File: src/rtl/cfg_route_pkg.sv
package cfg_route_pkg;
    localparam int REG_W = 32;
    localparam logic [REG_W-1:0] CFG_WMASK = 32'h80FF_FFFC;

    typedef enum logic [2:0] {
        TGT_NONE     = 3'b000,
        TGT_INTERNAL = 3'b001,
        TGT_BRIDGE   = 3'b010,
        TGT_HUB      = 3'b100
    } tgt_e;

    typedef struct packed {
        logic             claim;
        logic [REG_W-1:0] rdata;
        logic             fwd;
        logic             rvalid;
        tgt_e             tgt;
        logic             type1;
    } resp_t;
endpackage

File: src/rtl/cfg_addr_reg.sv
module cfg_addr_reg
    import cfg_route_pkg::*;
(
    input  logic             clk,
    input  logic             rst_n,
    input  logic             wr_en,
    input  logic [REG_W-1:0] wdata,
    output logic [REG_W-1:0] cfg_q
);
    logic [REG_W-1:0] cfg_d;

    always_comb begin
        cfg_d = cfg_q;
        if (wr_en) cfg_d = wdata & CFG_WMASK;
    end

    always_ff @(posedge clk or negedge rst_n) begin
        if (!rst_n) cfg_q <= '0;
        else        cfg_q <= cfg_d;
    end

    AST_WRITE_STORE: assert property (@(posedge clk) disable iff (!rst_n)
        wr_en |=> cfg_q == ($past(wdata) & CFG_WMASK));

    AST_RSVD_HELD: assert property (@(posedge clk) disable iff (!rst_n)
        wr_en |=> (cfg_q[30:24] == 7'd0) && (cfg_q[1:0] == 2'd0));
endmodule

File: src/rtl/cfg_route_decide.sv
module cfg_route_decide
    import cfg_route_pkg::*;
#(
    parameter int BUS_W   = 8,
    parameter int DEV_W   = 5,
    parameter int NUM_INT = 3,
    parameter logic [NUM_INT*DEV_W-1:0] INT_DEVS = {5'd2, 5'd1, 5'd0}
) (
    input  logic [BUS_W-1:0] bus,
    input  logic [DEV_W-1:0] dev,
    input  logic [BUS_W-1:0] sec,
    input  logic [BUS_W-1:0] sub,
    output tgt_e             tgt,
    output logic             type1
);
    logic [NUM_INT-1:0] dev_hit;

    for (genvar g = 0; g < NUM_INT; g++) begin : g_int
        assign dev_hit[g] = (dev == INT_DEVS[g*DEV_W +: DEV_W]);
    end

    always_comb begin
        tgt   = TGT_HUB;
        type1 = 1'b0;
        if (bus == '0) begin
            tgt   = (|dev_hit) ? TGT_INTERNAL : TGT_HUB;
            type1 = 1'b0;
        end else if (bus == sec) begin
            tgt   = TGT_BRIDGE;
            type1 = 1'b0;
        end else if ((bus > sec) && (bus <= sub)) begin
            tgt   = TGT_BRIDGE;
            type1 = 1'b1;
        end else begin
            tgt   = TGT_HUB;
            type1 = 1'b1;
        end
    end
endmodule

File: src/rtl/cfg_addr_router.sv
module cfg_addr_router
    import cfg_route_pkg::*;
#(
    parameter int ADDR_W = 16,
    parameter logic [ADDR_W-1:0] CFG_ADDR  = 16'h0CF8,
    parameter logic [ADDR_W-1:0] DATA_ADDR = 16'h0CFC,
    parameter int BUS_W   = 8,
    parameter int DEV_W   = 5,
    parameter int NUM_INT = 3,
    parameter logic [NUM_INT*DEV_W-1:0] INT_DEVS = {5'd2, 5'd1, 5'd0}
) (
    input  logic              clk,
    input  logic              rst_n,
    input  logic              io_valid,
    input  logic [ADDR_W-1:0] io_addr,
    input  logic [3:0]        io_be,
    input  logic              io_write,
    input  logic [31:0]       io_wdata,
    input  logic [BUS_W-1:0]  sec_bus,
    input  logic [BUS_W-1:0]  sub_bus,
    output logic              cfg_claim,
    output logic [31:0]       cfg_rdata,
    output logic              io_fwd,
    output logic              route_valid,
    output logic [2:0]        route_target,
    output logic              route_type1
);
    localparam int BUS_LO = 16;
    localparam int DEV_LO = 11;

    logic             hit_cfg, hit_data, full_dw, reg_wr;
    logic [REG_W-1:0] cfg_q;
    tgt_e             dec_tgt;
    logic             dec_type1;
    resp_t            resp_d, resp_q;

    assign hit_cfg  = io_valid && (io_addr == CFG_ADDR) && (io_be != 4'b0000);
    assign hit_data = io_valid && (io_addr[ADDR_W-1:2] == DATA_ADDR[ADDR_W-1:2])
                      && (io_be != 4'b0000);
    assign full_dw  = (io_be == 4'b1111);
    assign reg_wr   = hit_cfg && full_dw && io_write;

    cfg_addr_reg u_reg (
        .clk   (clk),
        .rst_n (rst_n),
        .wr_en (reg_wr),
        .wdata (io_wdata),
        .cfg_q (cfg_q)
    );

    cfg_route_decide #(
        .BUS_W   (BUS_W),
        .DEV_W   (DEV_W),
        .NUM_INT (NUM_INT),
        .INT_DEVS(INT_DEVS)
    ) u_dec (
        .bus   (cfg_q[BUS_LO +: BUS_W]),
        .dev   (cfg_q[DEV_LO +: DEV_W]),
        .sec   (sec_bus),
        .sub   (sub_bus),
        .tgt   (dec_tgt),
        .type1 (dec_type1)
    );

    always_comb begin
        resp_d = '0;
        if (hit_cfg) begin
            if (full_dw) begin
                resp_d.claim = 1'b1;
                if (!io_write) resp_d.rdata = cfg_q;
            end else begin
                resp_d.fwd = 1'b1;
            end
        end else if (hit_data) begin
            if (cfg_q[REG_W-1]) begin
                resp_d.rvalid = 1'b1;
                resp_d.tgt    = dec_tgt;
                resp_d.type1  = dec_type1;
            end else begin
                resp_d.fwd = 1'b1;
            end
        end
    end

    always_ff @(posedge clk or negedge rst_n) begin
        if (!rst_n) resp_q <= '0;
        else        resp_q <= resp_d;
    end

    assign cfg_claim    = resp_q.claim;
    assign cfg_rdata    = resp_q.rdata;
    assign io_fwd       = resp_q.fwd;
    assign route_valid  = resp_q.rvalid;
    assign route_target = resp_q.tgt;
    assign route_type1  = resp_q.type1;

    AST_NARROW_KEEPS: assert property (@(posedge clk) disable iff (!rst_n)
        (hit_cfg && !full_dw) |=> $stable(cfg_q));

    AST_NARROW_FWD: assert property (@(posedge clk) disable iff (!rst_n)
        (hit_cfg && !full_dw) |=> (io_fwd && !cfg_claim));

    AST_RDATA_RSVD: assert property (@(posedge clk) disable iff (!rst_n)
        cfg_claim |-> (cfg_rdata[30:24] == 7'd0) && (cfg_rdata[1:0] == 2'd0));

    AST_ROUTE_ONEHOT: assert property (@(posedge clk) disable iff (!rst_n)
        route_valid |-> ($onehot0(route_target) && (route_target != 3'b000)));

    AST_ROUTE_OR_FWD: assert property (@(posedge clk) disable iff (!rst_n)
        !(route_valid && io_fwd));

    AST_INTERNAL_TYPE0: assert property (@(posedge clk) disable iff (!rst_n)
        (route_valid && route_target == 3'b001) |-> !route_type1);
endmodule

File: config.mk
export PLATFORM = sky130hd
export DESIGN_NAME = cfg_addr_router
export DESIGN_NICKNAME = d
export VERILOG_FILES = /design/src/rtl/cfg_route_pkg.sv /design/src/rtl/cfg_addr_reg.sv /design/src/rtl/cfg_route_decide.sv /design/src/rtl/cfg_addr_router.sv
export SDC_FILE = /design/constraint.sdc
export NUM_CORES = 1
export LEC_CHECK = 0
export BUFFER_PORTS_ARGS = -buffer_cell sky130_fd_sc_hd__buf_2
export CAP_MARGIN = 40
export CORE_UTILIZATION = 45
export CTS_CLUSTER_SIZE = 30
export DETAILED_ROUTE_END_ITERATION = 8
export GPL_ROUTABILITY_DRIVEN = 1
export PLACE_DENSITY = 0.74
export SETUP_SLACK_MARGIN = 0.02
export SYNTH_ARGS = -nofsm -noshare
export SYNTH_HDL_FRONTEND = slang
export SYNTH_SLANG_ARGS = --single-unit
File: constraint.sdc
create_clock -name clk -period 4.31 [get_ports clk]
set_clock_uncertainty 0.15 [all_clocks]
set_input_delay 0.2155 -clock clk [delete_from_list [all_inputs] [get_ports clk]]
set_output_delay 0.2155 -clock clk [all_outputs]
set_load 0.02 [all_outputs]
Word-level counts from Yosys, hierarchy flattened
Cells that the tools add are included.
Storage, ports and cells
  latch bits: 0
  word-level logic and storage cells: 41
  bits of input ports: 72
  output and inout port bits: 39
  bits in registers: 62
  memory bits (writable): 0
  memory bits (read-only): 0
  memories: 0
Cells by class
  bitwise gates (word level): 0
  equal/unequal tests: 6
  $add $sub $neg: 0
  shift operators: 0
  multiply operators: 0
  divide/modulo/power cells: 0
  $lt $le $gt $ge: 2
  multiplexer cells: 15
  reduce and logical (&&, ||, !) cells: 11
Operators with widths (number)
  $mux W33: 2
  $mux W32: 1
  $eq A16 B12 Y1 const B: 1
  $eq A14 B10 Y1 const B: 1
  $mux W3: 4
  $mux W5: 2
  $eq A8 B8 Y1: 1
  $gt A8 B8 Y1: 1
  $le A8 B8 Y1: 1
  $logic_not A8 Y1: 1
  $logic_and A1 B1 Y1: 7
  $mux W6: 1
  $eq A5 B1 Y1 const B: 1
  $eq A5 B2 Y1 const B: 1
  $logic_not A5 Y1: 1
  $mux W1: 5
  $eq A4 B4 Y1 const B: 1
  $reduce_bool A4 Y1: 1
  $reduce_or A3 Y1: 1

Longest topological paths before layout
  depth in word-level cells: 8
  mapped depth: 7

By module
Synthesis repeated with hierarchy kept, for this count alone.
Second synthesis, totals
  cell total of the unflattened synthesis: 263
  area, all modules: 3016.6 µm²
Modules (own cells, without submodules)
  cfg_addr_router: times used 1, area an instance 1619.1 µm², cells an instance 141, seq. area each 975.9 µm²
  cfg_addr_reg: times used 1, area an instance 928.4 µm², cells an instance 58, seq. area each 575.6 µm²
  cfg_route_decide: times used 1, area an instance 469.2 µm², cells an instance 64, seq. area each 0.0 µm²

Worst setup path before layout
Ideal clock, no wire load.
  path type: in2reg
  start point: in io_addr[1]
  end point: reg u_reg.cfg_q[10]
  stages: 5
  arrival time: 1676 ps
  setup time: 125 ps
  path slack: 2359 ps
  required time: 4035 ps
  cell sequence: or4_4 or3_1 buf_6 buf_12 mux2_4
On the way
  cells in the longest elaborated chain, start to end: 5
RTL lines
  start, declared: RTL line cfg_addr_router.sv:15  | input logic [ADDR_W-1:0] io_addr,
  $eq A16 B12 Y1: RTL line cfg_addr_router.sv:37  | assign hit_cfg = io_valid && (io_addr == CFG_ADDR) && (io_be != 4'b0000);
  $logic_and A1 B1 Y1 (2 in a row): RTL line cfg_addr_router.sv:37
  $logic_and A1 B1 Y1 (2 in a row): RTL line cfg_addr_router.sv:41  | assign reg_wr = hit_cfg && full_dw && io_write;
  end signal, assigned: RTL line cfg_addr_reg.sv:19  | else cfg_q <= cfg_d;
  end, declared: RTL line cfg_addr_reg.sv:8  | output logic [REG_W-1:0] cfg_q
Every way passes these cells.
A chain may end at the register's enable or synchronous reset.

==> qor.yml <==
chipHeight_um: 76.7
comb_power_share_pct: 9.2
finalNetCount: 408
std_cell_rows: 26
post_layout_nonfiller_instances: 391
clkPwrFrac_pct: 33.8
gr-total-overflow: 0
cts_setup_buffers: 0
core_um2: 5240
min_from: "io_addr[0]"
dieArea_um2: 5880
start_util_pct: 47.9
critPathArrivalTime_ns: 2.37
synthDistinctLibCells: 31
grt_pass1_wl_um: 8110
cts.sinks: 53
cp_top_family: "compound AO/OA/AOI/OAI gates"
fmax_mhz: 439
ir_drop_mv: 0.138
yosys_warnings: 0
yosys.area.top_type: "dfrtp_1"
crit_buf_inv: 0
nFillCells: 442
synth_edf_count: 0
cts_max_level: 2
syn-instance-count: 199
startpoint: "u_reg.cfg_q[23]$_DFFE_PN0P_"
syn_area_um2: 2510
crit_slowest_cell: "a2111oi_0"
hold_viol: 0
grt_start_max_net_pins: 54
setup_viol: 0
status: "completed"
io_buffers: 92
grt_use_total_pct: 17.9
cts_tree: "done"
reg2reg_from: "u_reg.cfg_q[23]$_DFFE_PN0P_"
crit_required_ns: 4.40
synth_area_leaders: "dfrtp_1, mux2_4, ha_1"
p_leak_uw: 0.00194
synthArstFlopShare_pct: 100
vias: 1811
seq_area_frac_synth_pct: 52.9
avgSynthCellArea_um2: 12.6
n_antenna_cell: 0
drcViolationCount: 0
ys.flop_type: "dfrtp_1"
path_class: "register to register"
swShare_pct: 21.4
rsz0062_at_grt: "no"
dpl.hpwl_um: 3610
area_growth_pct: 33.3
firstDrtPassIters: 4
tightest_slew_ns: 0.775
layout_commonest_cell: "buf_2"
clk-insertion-delay-late_ns: 0.30
fin_crit_ns: 2.28
numCtsBuffers: 5
die_w_um: 76.7
drive_gt1_share_pct: 39.9
ys_ff_latch: 53
hold_ws_ns: 0.0606
ant_nets: 0
grt_pass1_vias: 1789
hold_class: "input port to register"
fin_crit_sh_pct: 52.9
gp_congestion: 0.829
power_switching_uw: 186
p_int_uw: 685
final_cell_mix: "buf_2, dfrtp_1, dlygate4sd3_1, and2_1, mux2_4"
antenna_found_initial: 0
setup_tns_ns: 0
crit_chain: "ha_1 -> nand2_1 -> o21a_1 -> and3_1 -> a2111oi_0 -> o311a_1"
relSlewSlack_pct: 47.0
powerDensity_nw_per_um2: 261
cts_max_path_buffers: 2
numPlacedInstances: 358
cp-end-kind: "register"
critPathMaxStageDelay_ns: 0.62
synth_top_area_share_pct: 52.9
slew_violations: 0
wl_per_cell_um: 12.6
crit_fanout: 5
finalWirelength_um: 4920
clk_pin_slew_ns: 0.09
cp-start-kind: "register"
io_pins: 111
timing.max_cap.violations: 0
cts-root-buf: "clkbuf_8"
detailed_place.area_um2: 2990
drt_iter0_markers: 33
fin_area_um2: 3340
power_frac_seq_pct: 57.0
viasPerCell: 4.63
==> layout make-up <==
cell class                 instances  area, um^2  area share [%]
clock buffer                       7        96.3            2.88
clock inverter                     1        5.00           0.150
inverter                          17        63.8            1.91
multi-input combinational        123        1030            30.7
sequential                        53        1330            39.7
tap                               70        87.6            2.62
timing repair buffer             120         737            22.0
==> final timing paths <==
check | to | slack [ns] | cells past startpoint
setup / recovery | route_target[2]$_DFF_PN0_ | 2.03 | 6
hold / removal | cfg_claim$_DFF_PN0_ | 0.06 | 3
setup reg to reg | route_target[2]$_DFF_PN0_ | 2.03 | 6
hold reg to reg | cfg_rdata[4]$_DFF_PN0_ | 0.33 | 1
max in group asynchronous | cfg_rdata[8]$_DFF_PN0_ | 3.17 | 3
min in group asynchronous | cfg_rdata[13]$_DFF_PN0_ | 0.42 | 3
==> routing by layer <==
metal	routed length [um]	part of all wire, %	track usage (%)
met5	0	0	0
met3	258	5.2	3.81
met4	61	1.2	5.19
met1	2180	44	22.8
met2	2420	49	30.4
==> synth_stat cells (all sizes together) (2+ instances only) <==
cell type	count
ha	16
or3	2
nand4	5
and2	22
clkbuf	2
nor4	2
or4	3
nor3	5
a21oi	6
nor2b	2
dfrtp	53
a2111oi	3
inv	17
nor2	8
nand3	3
o311a	2
mux2	23
buf	12
nand2	5
==> power groups by stage <==
stage	combinational, uW	sequential, uW	clock, uW
2_1_floorplan	27.4	507	0
3_3_place_gp	61.8	507	0
3_5_place_dp	63.7	507	0
4_1_cts	78.4	497	304
5_1_grt	90.1	497	328
6_report	80.4	497	294
==> stage by stage <==
| stage | util [%] | power (uW) | setup WS, ns |
|---|---|---|---|
| 3_3_place_gp | 56.9 | 568 | 1.79 |
| 4_1_cts | 63.1 | 880 | 2.03 |
| 2_1_floorplan | - | 534 | 2.36 |
| 6_report | 63.8 | 871 | 2.03 |
| 5_1_grt | 63.8 | 915 | 1.92 |
| 3_5_place_dp | 57.1 | 570 | 1.80 |
==> registers in the layout (all words and copies together) (netlist names) <==
register,flops
cfg_rdata,23
io_fwd,1
route_type1,1
route_valid,1
cfg_claim,1
route_target,3
u_reg.cfg_q,23
==> timing repair <==
action	in CTS	in global routing
endpoints found under the hold margin	73	4
hold buffers	21	4
gates resized for setup	0	0
==> cells by family (layout without fill, tap and decap cells) <==
| kind of cell | count (synthesis) | count (layout) | share of synthesized area (%) |
|---|---|---|---|
| AND/OR/NAND/NOR | 61 | 61 | 14.2 |
| adder cells (fa/ha/maj) | 16 | 16 | 7.98 |
| AO/OA/AOI/OAI | 14 | 14 | 3.94 |
| flip-flops | 53 | 53 | 52.9 |
| buffers and inverters | 31 | 145 | 7.58 |
| multiplexers | 23 | 23 | 13.3 |
| other | 1 | 9 | 0.149 |
==> worst min-delay path, cell delays in order <==
cell and delay (ns):
buf_2 0.09, or4_4 0.13, nor2_1 0.04
Note: power is estimated with default switching activity, not from simulation.
